**config.mk**
```make
export PLATFORM = sky130hd
export DESIGN_NAME = pbl_page_loader
export DESIGN_NICKNAME = d
export VERILOG_FILES = /design/src/rtl/pbl_pkg.sv /design/src/rtl/pbl_strobe_edges.sv /design/src/rtl/pbl_cmd_fsm.sv /design/src/rtl/pbl_gap_timer.sv /design/src/rtl/pbl_page_store.sv /design/src/rtl/pbl_page_loader.sv
export SDC_FILE = /design/constraint.sdc
export NUM_CORES = 2
export LEC_CHECK = 0
export ABC_AREA = 1
export BUFFER_PORTS_ARGS = -buffer_cell sky130_fd_sc_hd__clkbuf_2
export CORE_UTILIZATION = 40
export CTS_CLUSTER_SIZE = 20
export DETAILED_ROUTE_END_ITERATION = 6
export PLACE_DENSITY = 0.51
export SYNTH_ARGS = -nofsm -noshare
export SYNTH_HDL_FRONTEND = slang
export SYNTH_HIERARCHICAL = 1
export SYNTH_SLANG_ARGS = --single-unit
```
**constraint.sdc**
```tcl
create_clock -name clk -period 3.42 [get_ports clk]
set_clock_uncertainty 0.15 [all_clocks]
set_input_delay 0.342 -clock clk [delete_from_list [all_inputs] [get_ports clk]]
set_output_delay 0.342 -clock clk [all_outputs]
set_load 0.01 [all_outputs]
```
**src/rtl/pbl_pkg.sv**
```systemverilog
package pbl_pkg;

  typedef enum logic [1:0] {
    ST_ARRAY = 2'd0,
    ST_KEY1  = 2'd1,
    ST_KEY2  = 2'd2,
    ST_LOAD  = 2'd3
  } pbl_state_e;

  localparam logic [7:0] KEY_FIRST  = 8'hAA;
  localparam logic [7:0] KEY_SECOND = 8'h55;
  localparam logic [7:0] KEY_PAGE   = 8'hE0;

  // gap budget in clock cycles
  function automatic int unsigned pbl_gap_cycles(input int unsigned mhz,
                                                 input int unsigned us);
    return mhz * us;
  endfunction

  // lane enables: bit0 = low byte, bit1 = high byte
  function automatic logic [1:0] pbl_lanes(input logic wmode, input logic sel_hi);
    if (wmode) return 2'b11;
    return sel_hi ? 2'b10 : 2'b01;
  endfunction

  // in byte mode the byte on the low data lines feeds either lane
  function automatic logic [15:0] pbl_align(input logic wmode, input logic [15:0] din);
    return wmode ? din : {din[7:0], din[7:0]};
  endfunction

  // key sequence decoding for one completed command write
  function automatic pbl_state_e pbl_key_step(input pbl_state_e st, input logic [7:0] b);
    case (st)
      ST_ARRAY: return (b == KEY_FIRST)  ? ST_KEY1 : ST_ARRAY;
      ST_KEY1:  return (b == KEY_SECOND) ? ST_KEY2 : ST_ARRAY;
      ST_KEY2:  return (b == KEY_PAGE)   ? ST_LOAD : ST_ARRAY;
      default:  return st;
    endcase
  endfunction

endpackage

```
**src/rtl/pbl_strobe_edges.sv**
```systemverilog
module pbl_strobe_edges (
  input  logic clk,
  input  logic rst_n,
  input  logic wr_n,
  output logic fall,
  output logic rise
);
  logic wr_q;

  always_ff @(posedge clk or negedge rst_n) begin
    if (!rst_n) wr_q <= 1'b1;
    else        wr_q <= wr_n;
  end

  assign fall = wr_q & ~wr_n;
  assign rise = ~wr_q & wr_n;

  AST_RISE_AFTER_LOW: assert property (@(posedge clk) disable iff (!rst_n)
    rise |=> !fall);
endmodule

```
**src/rtl/pbl_cmd_fsm.sv**
```systemverilog
module pbl_cmd_fsm
  import pbl_pkg::*;
(
  input  logic       clk,
  input  logic       rst_n,
  input  logic       rise,
  input  logic [7:0] cmd_byte,
  input  logic       expire,
  output pbl_state_e state,
  output logic       load_mode
);
  pbl_state_e state_d;

  always_comb begin
    state_d = state;
    if (state == ST_LOAD) begin
      if (expire) state_d = ST_ARRAY;
    end else if (rise) begin
      state_d = pbl_key_step(state, cmd_byte);
    end
  end

  always_ff @(posedge clk or negedge rst_n) begin
    if (!rst_n) state <= ST_ARRAY;
    else        state <= state_d;
  end

  assign load_mode = (state == ST_LOAD);

  AST_TIMEOUT_EXIT: assert property (@(posedge clk) disable iff (!rst_n)
    (load_mode && expire) |=> (state == ST_ARRAY));
  AST_KEY_ENTRY: assert property (@(posedge clk) disable iff (!rst_n)
    (state == ST_KEY2 && rise && cmd_byte == KEY_PAGE) |=> load_mode);
  AST_BAD_KEY: assert property (@(posedge clk) disable iff (!rst_n)
    (state == ST_KEY1 && rise && cmd_byte != KEY_SECOND) |=> (state == ST_ARRAY));
endmodule

```
**src/rtl/pbl_gap_timer.sv**
```systemverilog
module pbl_gap_timer #(
  parameter int unsigned LIMIT = 7500
) (
  input  logic clk,
  input  logic rst_n,
  input  logic active,
  input  logic arm,
  input  logic halt,
  output logic expire,
  output logic running
);
  localparam int unsigned CW = $clog2(LIMIT + 1);
  localparam logic [CW-1:0] LAST = CW'(LIMIT - 1);

  logic [CW-1:0] cnt;

  assign expire = running && (cnt == LAST);

  always_ff @(posedge clk or negedge rst_n) begin
    if (!rst_n) begin
      running <= 1'b0;
      cnt     <= '0;
    end else if (!active) begin
      running <= 1'b0;
      cnt     <= '0;
    end else if (arm) begin
      running <= 1'b1;
      cnt     <= '0;
    end else if (halt || expire) begin
      running <= 1'b0;
    end else if (running) begin
      cnt <= cnt + 1'b1;
    end
  end

  AST_CNT_BOUND: assert property (@(posedge clk) disable iff (!rst_n)
    running |-> (cnt <= LAST));
  AST_EXPIRE_STOPS: assert property (@(posedge clk) disable iff (!rst_n)
    expire |=> !running);
  AST_ARM_RESTART: assert property (@(posedge clk) disable iff (!rst_n)
    (arm && active) |=> (running && cnt == '0));
endmodule

```
**src/rtl/pbl_page_store.sv**
```systemverilog
module pbl_page_store #(
  parameter int unsigned WORDS = 64
) (
  input  logic                     clk,
  input  logic                     rst_n,
  input  logic [1:0]               we_lanes,
  input  logic [$clog2(WORDS)-1:0] widx,
  input  logic [15:0]              wdata,
  input  logic [$clog2(WORDS)-1:0] ridx,
  output logic [15:0]              rdata
);
  for (genvar g = 0; g < 2; g++) begin : g_lane
    logic [7:0] mem [WORDS];

    always_ff @(posedge clk or negedge rst_n) begin
      if (!rst_n) begin
        for (int i = 0; i < WORDS; i++) mem[i] <= 8'h00;
      end else if (we_lanes[g]) begin
        mem[widx] <= wdata[8*g +: 8];
      end
    end

    assign rdata[8*g +: 8] = mem[ridx];
  end
endmodule

```
**src/rtl/pbl_page_loader.sv**
```systemverilog
module pbl_page_loader
  import pbl_pkg::*;
#(
  parameter int unsigned CLK_MHZ    = 250,
  parameter int unsigned TIMEOUT_US = 30,
  parameter int unsigned PAGE_BYTES = 128
) (
  input  logic        clk,
  input  logic        rst_n,
  input  logic        bus_wr_n,
  input  logic [6:0]  bus_addr,
  input  logic [15:0] bus_din,
  input  logic        word_mode,
  input  logic [5:0]  rd_word,
  output logic [15:0] rd_data,
  output logic        load_mode
);
  localparam int unsigned WORDS  = PAGE_BYTES / 2;
  localparam int unsigned WIDX_W = $clog2(WORDS);
  localparam int unsigned LIMIT  = pbl_gap_cycles(CLK_MHZ, TIMEOUT_US);

  logic       fall, rise, expire, timer_run;
  logic       accept_fall, commit;
  logic       pend;
  logic [6:0] pend_addr;
  logic [1:0] we_lanes;
  pbl_state_e state;

  pbl_strobe_edges u_edges (
    .clk(clk), .rst_n(rst_n), .wr_n(bus_wr_n), .fall(fall), .rise(rise)
  );

  pbl_cmd_fsm u_fsm (
    .clk(clk), .rst_n(rst_n), .rise(rise), .cmd_byte(bus_din[7:0]),
    .expire(expire), .state(state), .load_mode(load_mode)
  );

  // a falling edge on the expiry edge is dropped
  assign accept_fall = fall && load_mode && !expire;
  assign commit      = rise && pend && load_mode;
  assign we_lanes    = commit ? pbl_lanes(word_mode, pend_addr[0]) : 2'b00;

  always_ff @(posedge clk or negedge rst_n) begin
    if (!rst_n) begin
      pend      <= 1'b0;
      pend_addr <= '0;
    end else if (!load_mode) begin
      pend <= 1'b0;
    end else if (accept_fall) begin
      pend      <= 1'b1;
      pend_addr <= bus_addr;
    end else if (rise) begin
      pend <= 1'b0;
    end
  end

  pbl_gap_timer #(.LIMIT(LIMIT)) u_timer (
    .clk(clk), .rst_n(rst_n), .active(load_mode), .arm(commit),
    .halt(accept_fall), .expire(expire), .running(timer_run)
  );

  pbl_page_store #(.WORDS(WORDS)) u_store (
    .clk(clk), .rst_n(rst_n), .we_lanes(we_lanes),
    .widx(pend_addr[WIDX_W:1]), .wdata(pbl_align(word_mode, bus_din)),
    .ridx(rd_word[WIDX_W-1:0]), .rdata(rd_data)
  );

  AST_STORE_ONLY_LOADING: assert property (@(posedge clk) disable iff (!rst_n)
    (we_lanes != 2'b00) |-> (state == ST_LOAD));
  AST_EXPIRY_DROPS: assert property (@(posedge clk) disable iff (!rst_n)
    (fall && expire) |=> !pend);
  AST_FRESH_TIMER: assert property (@(posedge clk) disable iff (!rst_n)
    $rose(load_mode) |-> !timer_run);
  AST_ADDR_HELD: assert property (@(posedge clk) disable iff (!rst_n)
    (pend && !rise && load_mode) |=> $stable(pend_addr));
endmodule

```
Word-level counts from Yosys, hierarchy flattened
Cells that the tools add are included.
{ "op_classes": {"add_sub_neg": 1, "eq_ne": 12, "magnitude_cmp": 3, "reduce_logical": 14, "n_mux": 33, "bitwise": 6} }
{ "op_table": {"columns": ["cell", "n"], "rows": [
  ["$bwmux W512", 2],
  ["$bmux W8 S6", 2],
  ["$mux W13", 4],
  ["$demux W8 S6", 1],
  ["$mux W8", 5],
  ["$mux W2", 9],
  ["$eq A8 B8 Y1 const B", 2],
  ["$mux W16", 1],
  ["$ge A7 B7 Y1 const B", 2],
  ["$not A6 Y7", 2],
  ["$add A13 B1 Y13 const B", 1],
  ["$eq A13 B13 Y1 const B", 1],
  ["$ne A3 B1 Y1 const B", 3],
  ["$eq A8 B7 Y1 const B", 1],
  ["$mux W1", 8],
  ["$lt A7 B1 Y1 const B", 1],
  ["$logic_and A1 B1 Y1", 6],
  ["$pmux W2 S3", 1],
  ["$eq A2 B2 Y1 const B", 2],
  ["$reduce_and A2 Y1", 2],
  ["$reduce_bool A4 Y1", 1],
  ["$ne A3 B3 Y1 const B", 1],
  ["$reduce_and A3 Y1", 1],
  ["$and A1 B1 Y1", 2],
  ["7 further kinds", 8]
]} }
{ "word_totals": {"output_inout_bits": 17, "ff_bits": 1049, "input_bits": 33, "wordCells": 203} }

Depth between registers and ports, before layout
{ "logic_depth": {"depth_word": 8, "ltp_mapped": 14, "mapped_depth_nobuf": 14} }

Modules after synthesis
Netlist, hierarchy kept.
{ "modules_own_cells": {"columns": ["module", "area_per_inst_um2", "cells_per_inst", "n_inst", "seq_area_each_um2"], "rows": [
  ["pbl_page_store", 46608.5, 5928, 1, 25624.6],
  ["pbl_gap_timer", 867.1, 118, 1, 350.3],
  ["pbl_page_loader", 486.7, 67, 1, 200.2],
  ["pbl_cmd_fsm", 291.5, 52, 1, 50.0],
  ["pbl_strobe_edges", 41.3, 5, 1, 26.3]
]} }

Least setup slack after synthesis
Ideal clock, no wire load.
{ "synth_path": {"kind": "reg2reg", "from": "register u_fsm.state[0]", "to": "register u_store/g_lane[0].mem[197] (netlist name)", "stages_incl_launch_ff": 11, "period_less_slack_ns": 2.334, "required_ns": 3.136, "slack_ns": 1.086, "setup_time_ns": 0.134, "path_buffers": 4, "arrival_time_ns": 2.050, "path_cell_list": "dfrtp_1 > ha_1 > buf_6 > nand3_2 > a21oi_1 > buf_2 > buf_1 > nand3_1 > clkbuf_1 > nand2_1 > o21ai_0"} }
{ "synth_between": {"elab_chain_cells": 3} }
{ "synth_lines": {"columns": ["item", "line_no", "rtl"], "rows": [
  ["start, declared", "pbl_cmd_fsm.sv:9", "output pbl_state_e state,"],
  ["start signal, assigned", "pbl_cmd_fsm.sv:25", "else state <= state_d;"],
  ["$eq A2 B2 Y1", "pbl_cmd_fsm.sv:28", "assign load_mode = (state == ST_LOAD);"],
  ["named net load_mode", "pbl_page_loader.sv:16", "output logic load_mode"],
  ["$logic_and A1 B1 Y1", "pbl_page_loader.sv:40", "assign commit = rise && pend && load_mode;"],
  ["$mux W2", "pbl_page_loader.sv:41", "assign we_lanes = commit ? pbl_lanes(word_mode, pend_addr[0]) : 2'b00;"],
  ["named net we_lanes[0]", "pbl_page_loader.sv:26", "logic [1:0] we_lanes;"],
  ["end signal, assigned by index", "pbl_page_store.sv:19", "mem[widx] <= wdata[8*g +: 8];"],
  ["end, declared", "pbl_page_store.sv:13", "logic [7:0] mem [WORDS];"]
]} }
The timed path passes the listed nets, and every way through them passes these cells.
A chain may end at the register's enable or synchronous reset.

Final worst setup path
{ "layout_path": {"from": "register u_store/g_lane[0].mem[102] (netlist name)", "to": "output rd_data[6]"} }
{ "layout_between": {"elab_chain_cells": 3} }
{ "layout_lines": {"columns": ["item", "line_no", "rtl"], "rows": [
  ["$bmux W8 S6", "pbl_page_store.sv:23", "assign rdata[8*g +: 8] = mem[ridx];"],
  ["$mux W8 (implied by the code) (2 in series)", "pbl_page_store.sv:23", null],
  ["end, declared", "pbl_page_loader.sv:15", "output logic [15:0] rd_data,"]
]} }
No other way between the ends. The select of a mux whose other input is x is not followed.

==> summary.md <==
| Metric | Value |
|---|---|
| Status | complete, no violations |
| Die area | 122000 sq um |
| Post-synthesis instance total | 6170 |
| DPL Wire Length | 103000 microns |
| Fin. Hold Viols | 0 |
| Core ar. | 120000 sq um |
| Final Cycle Share | 0.930 |
| I/O Buffers | 49 |
| Kind of critical path | flop to output port |
| Vias in the first global route | 40100 |
| # setup viols final | 0 |
| Setup ws final | 240 ps |
| Iter 0 DRT Violations | 3833 |
| Post-synthesis cell type count | 36 |
| Crit path time final | 3180 ps |
| Area occupied by multi-input gates | 19900 sq um |
| Post-synthesis register bit count | 1049 |
| Sequential area share after synthesis | 0.544 |
| Worst VDD drop | 0.393 mV |
| First-pass GRT wire length | 256000 microns |
| Critical Path RT | 2930 ps |
| CP Max Fanout | 2 |
| Worst-path cell chain | nand2_1 > nand3_1 > nand3_1 > nand2_1 > nand2_1 > nand3_1 > nand3_1 > nand2_1 > clkbuf_2 |
| Pwr/cell area | 493 nW/um^2 |
| Via count | 41900 |
| Cell Rows | 127 |
| Slew at the pin closest to its max-slew limit | 938 ps |
| Max stage delay on crit path | 420 ps |
| Ports | 50 |
| H-Tree Depth | 3 |
| GRT overflow | 0 |
| Leakage | 0.0247 uW |
| Non-Filler Instances | 7813 |
| Worst setup SP type | flop |
| DR top layer | met4 |
| Share of cells above drive strength 1 | 0.0811 |
| Routed met3 length | 9530 microns |
| Worst-Skew Late Latency | 750 ps |
| Pre-Repair DR Iteration Count | 6 |
| Syn_nets | 6208 |
| Clk slew on worst S/H paths | 60 ps |
| Nets@finish | 6142 |
| Async SR Flop Fraction | 1.00 |
| HP Class | input pin to flop |
| WL final | 165000 microns |
| GR Util All Layers | 0.271 |
| Fin area | 55200 sq um |
| TritonCTS clock tree | yes |
| Drc violations | 0 |
| Placed cell count | 7576 |
| Largest cells by area after synthesis | dfrtp_1 54%, nand2_1 20%, nand3_1 9.4% |
| Arr. time, crit path | 2690 ps |
| CP max-delay cell | nand2_1 |
| Largest net degree at the start of global routing | 128 |
| Post-CTS sizing | 0 |
| Max Slew Vio Count | 0 |
| Final weighted congestion of routability-driven global placement | 0.852 |
| Met2 WL post-DR | 72600 microns |
| CTS Sinks | 1049 |
| Placement Cell Area | 51000 sq um |
| Most common flop cell mapped by yosys | dfrtp_1 |
| RSZ-0062 raised after global routing | no |
| Largest area contributor in the netlist | dfrtp_1 |
| Top-count cell post-synth | nand2_1 |
| Synth top cells by count | 2513 x nand2_1, 1048 x dfrtp_1, 905 x nand3_1 |
| Place WS | 374 ps |
| Initial antenna violation count | 2 |
| Die width | 349 microns |
| Syn avg cell area | 7.83 sq um |
| Antenna Nets Post-Route | 0 |
| Yosys top cell area share | 0.543 |
| Worst slew margin | 0.375 |
| Fmax | 0.314 GHz |
| Max_cap viols | 0 |
| Clock Tree Root | clkbuf_16 |
| Filler cells | 12200 |
| Die Span Y | 349 microns |
| Synthesized area | 48300 sq um |
| Starting Density | 0.403 |
| Yosys warnings | 6 |
| Setup TNS | 0 ps |
| Sequential Area | 26300 sq um |
| Clk buf depth | 3 |
| Synth-to-layout area growth | 14.3% |
| Met1 WL | 78400 microns |
| CP endpoint kind | output port |
| WL/cell | 21.1 microns |
| Routed vias/inst | 5.36 |
| Num CTS Buffers | 119 |
| Number of synthesized flops with an enable pin | 0 |
cell type report:
type / count / share of cell area
Sequential cell: 1049 / 0.476
Multi-Input combinational cell: 4583 / 0.361
Inverter: 73 / 0.00533
Tap cell: 1612 / 0.0365
Clock inverter: 27 / 0.00512
Timing Repair Buffer: 278 / 0.0499
Antenna cell: 1 / 0.0000453
Clock buffer: 190 / 0.0664
metrics by stage:
step / total power, uW / hold WS [ps] / util
after detailed placement: 14600 / 146 / 0.426
after CTS: 27600 / 49.5 / 0.461
after global placement: 14600 / 148 / 0.426
after global routing: 28100 / 75.0 / 0.461
after floorplan: 13500 / -104 / -
final: 27200 / 91.6 / 0.461
sequential cells by signal (all words and copies together), names as in the netlist:
| signal | flops |
|---|---|
| pend | 1 |
| pend_addr | 7 |
| u_edges/wr_q | 1 |
| u_fsm/state | 2 |
| u_store/g_lane.mem | 1024 |
| u_timer/cnt | 13 |
| u_timer/running | 1 |
cell families after synthesis:
logic type | synth area share
and+or+nand+nor | 0.302
DFF | 0.544
AOI/OAI and AO/OA | 0.108
buffers and inverters | 0.0445
adders and majority gates | 0.00130
xor gates and xnor gates | 0.000544
timing repair:
item                                   CTS  global route
buffers inserted                         0             0
endpoints found under the hold margin  607             0
hold buffers                            19             0
path summary, 6_finish.rpt:
kind                                                  from                          to  slack, ps  depth (start not counted)
worst max-delay path            u_store/g_lane[0].mem[102]                  rd_data[6]        240                          9
worst min-delay path                            bus_din[0]  u_store/g_lane[0].mem[216]         90                          3
worst max register to register                pend_addr[1]  u_store/g_lane[0].mem[149]        550                          6
worst min register to register  u_store/g_lane[0].mem[509]  u_store/g_lane[0].mem[509]        330                          2
max in group asynchronous                            rst_n              u_timer/cnt[3]       2110                          4
min in group asynchronous                            rst_n  u_store/g_lane[0].mem[365]        180                          3
worst max-delay path: cells and delay by family, from the launching register on:
family,cells,cell delay (ps)
buf+inv,1,220
simple gates,8,1340
flops,1,360
placed cells by master (no fill, tap or decap), types with 3 or more instances in the layout:
| cell | n |
|---|---|
| bufinv_16 | 3 |
| clkbuf_1 | 30 |
| o21ai_1 | 142 |
| nand3_1 | 905 |
| nor3_2 | 9 |
| nor2_1 | 79 |
| dlygate4sd3_1 | 18 |
| ha_1 | 5 |
| inv_2 | 26 |
| nand2_1 | 2513 |
| inv_1 | 43 |
| dfrtp_1 | 1048 |
| nor2_4 | 3 |
| buf_12 | 57 |
| clkinv_2 | 17 |
| buf_4 | 155 |
| o21ai_0 | 890 |
| clkbuf_16 | 120 |
| clkbuf_2 | 44 |
| nand4_1 | 12 |
| clkbuf_8 | 40 |
| buf_8 | 3 |
routing by layer:
layer  global-route usage  vias to the layer above
met5                    0                        -
met3               0.0383                      214
met4               0.0699                        0
met1                0.403                    20400
li1                     -                    20100
met2                0.414                     1199
report_power, final:
part / internal [uW] / total (uW) / switching [uW]
Combinational: 449 / 1950 / 1510
Clock: 7520 / 12800 / 5330
Sequential: 12400 / 12400 / 2.52
Power figures use the tool's default switching activity.
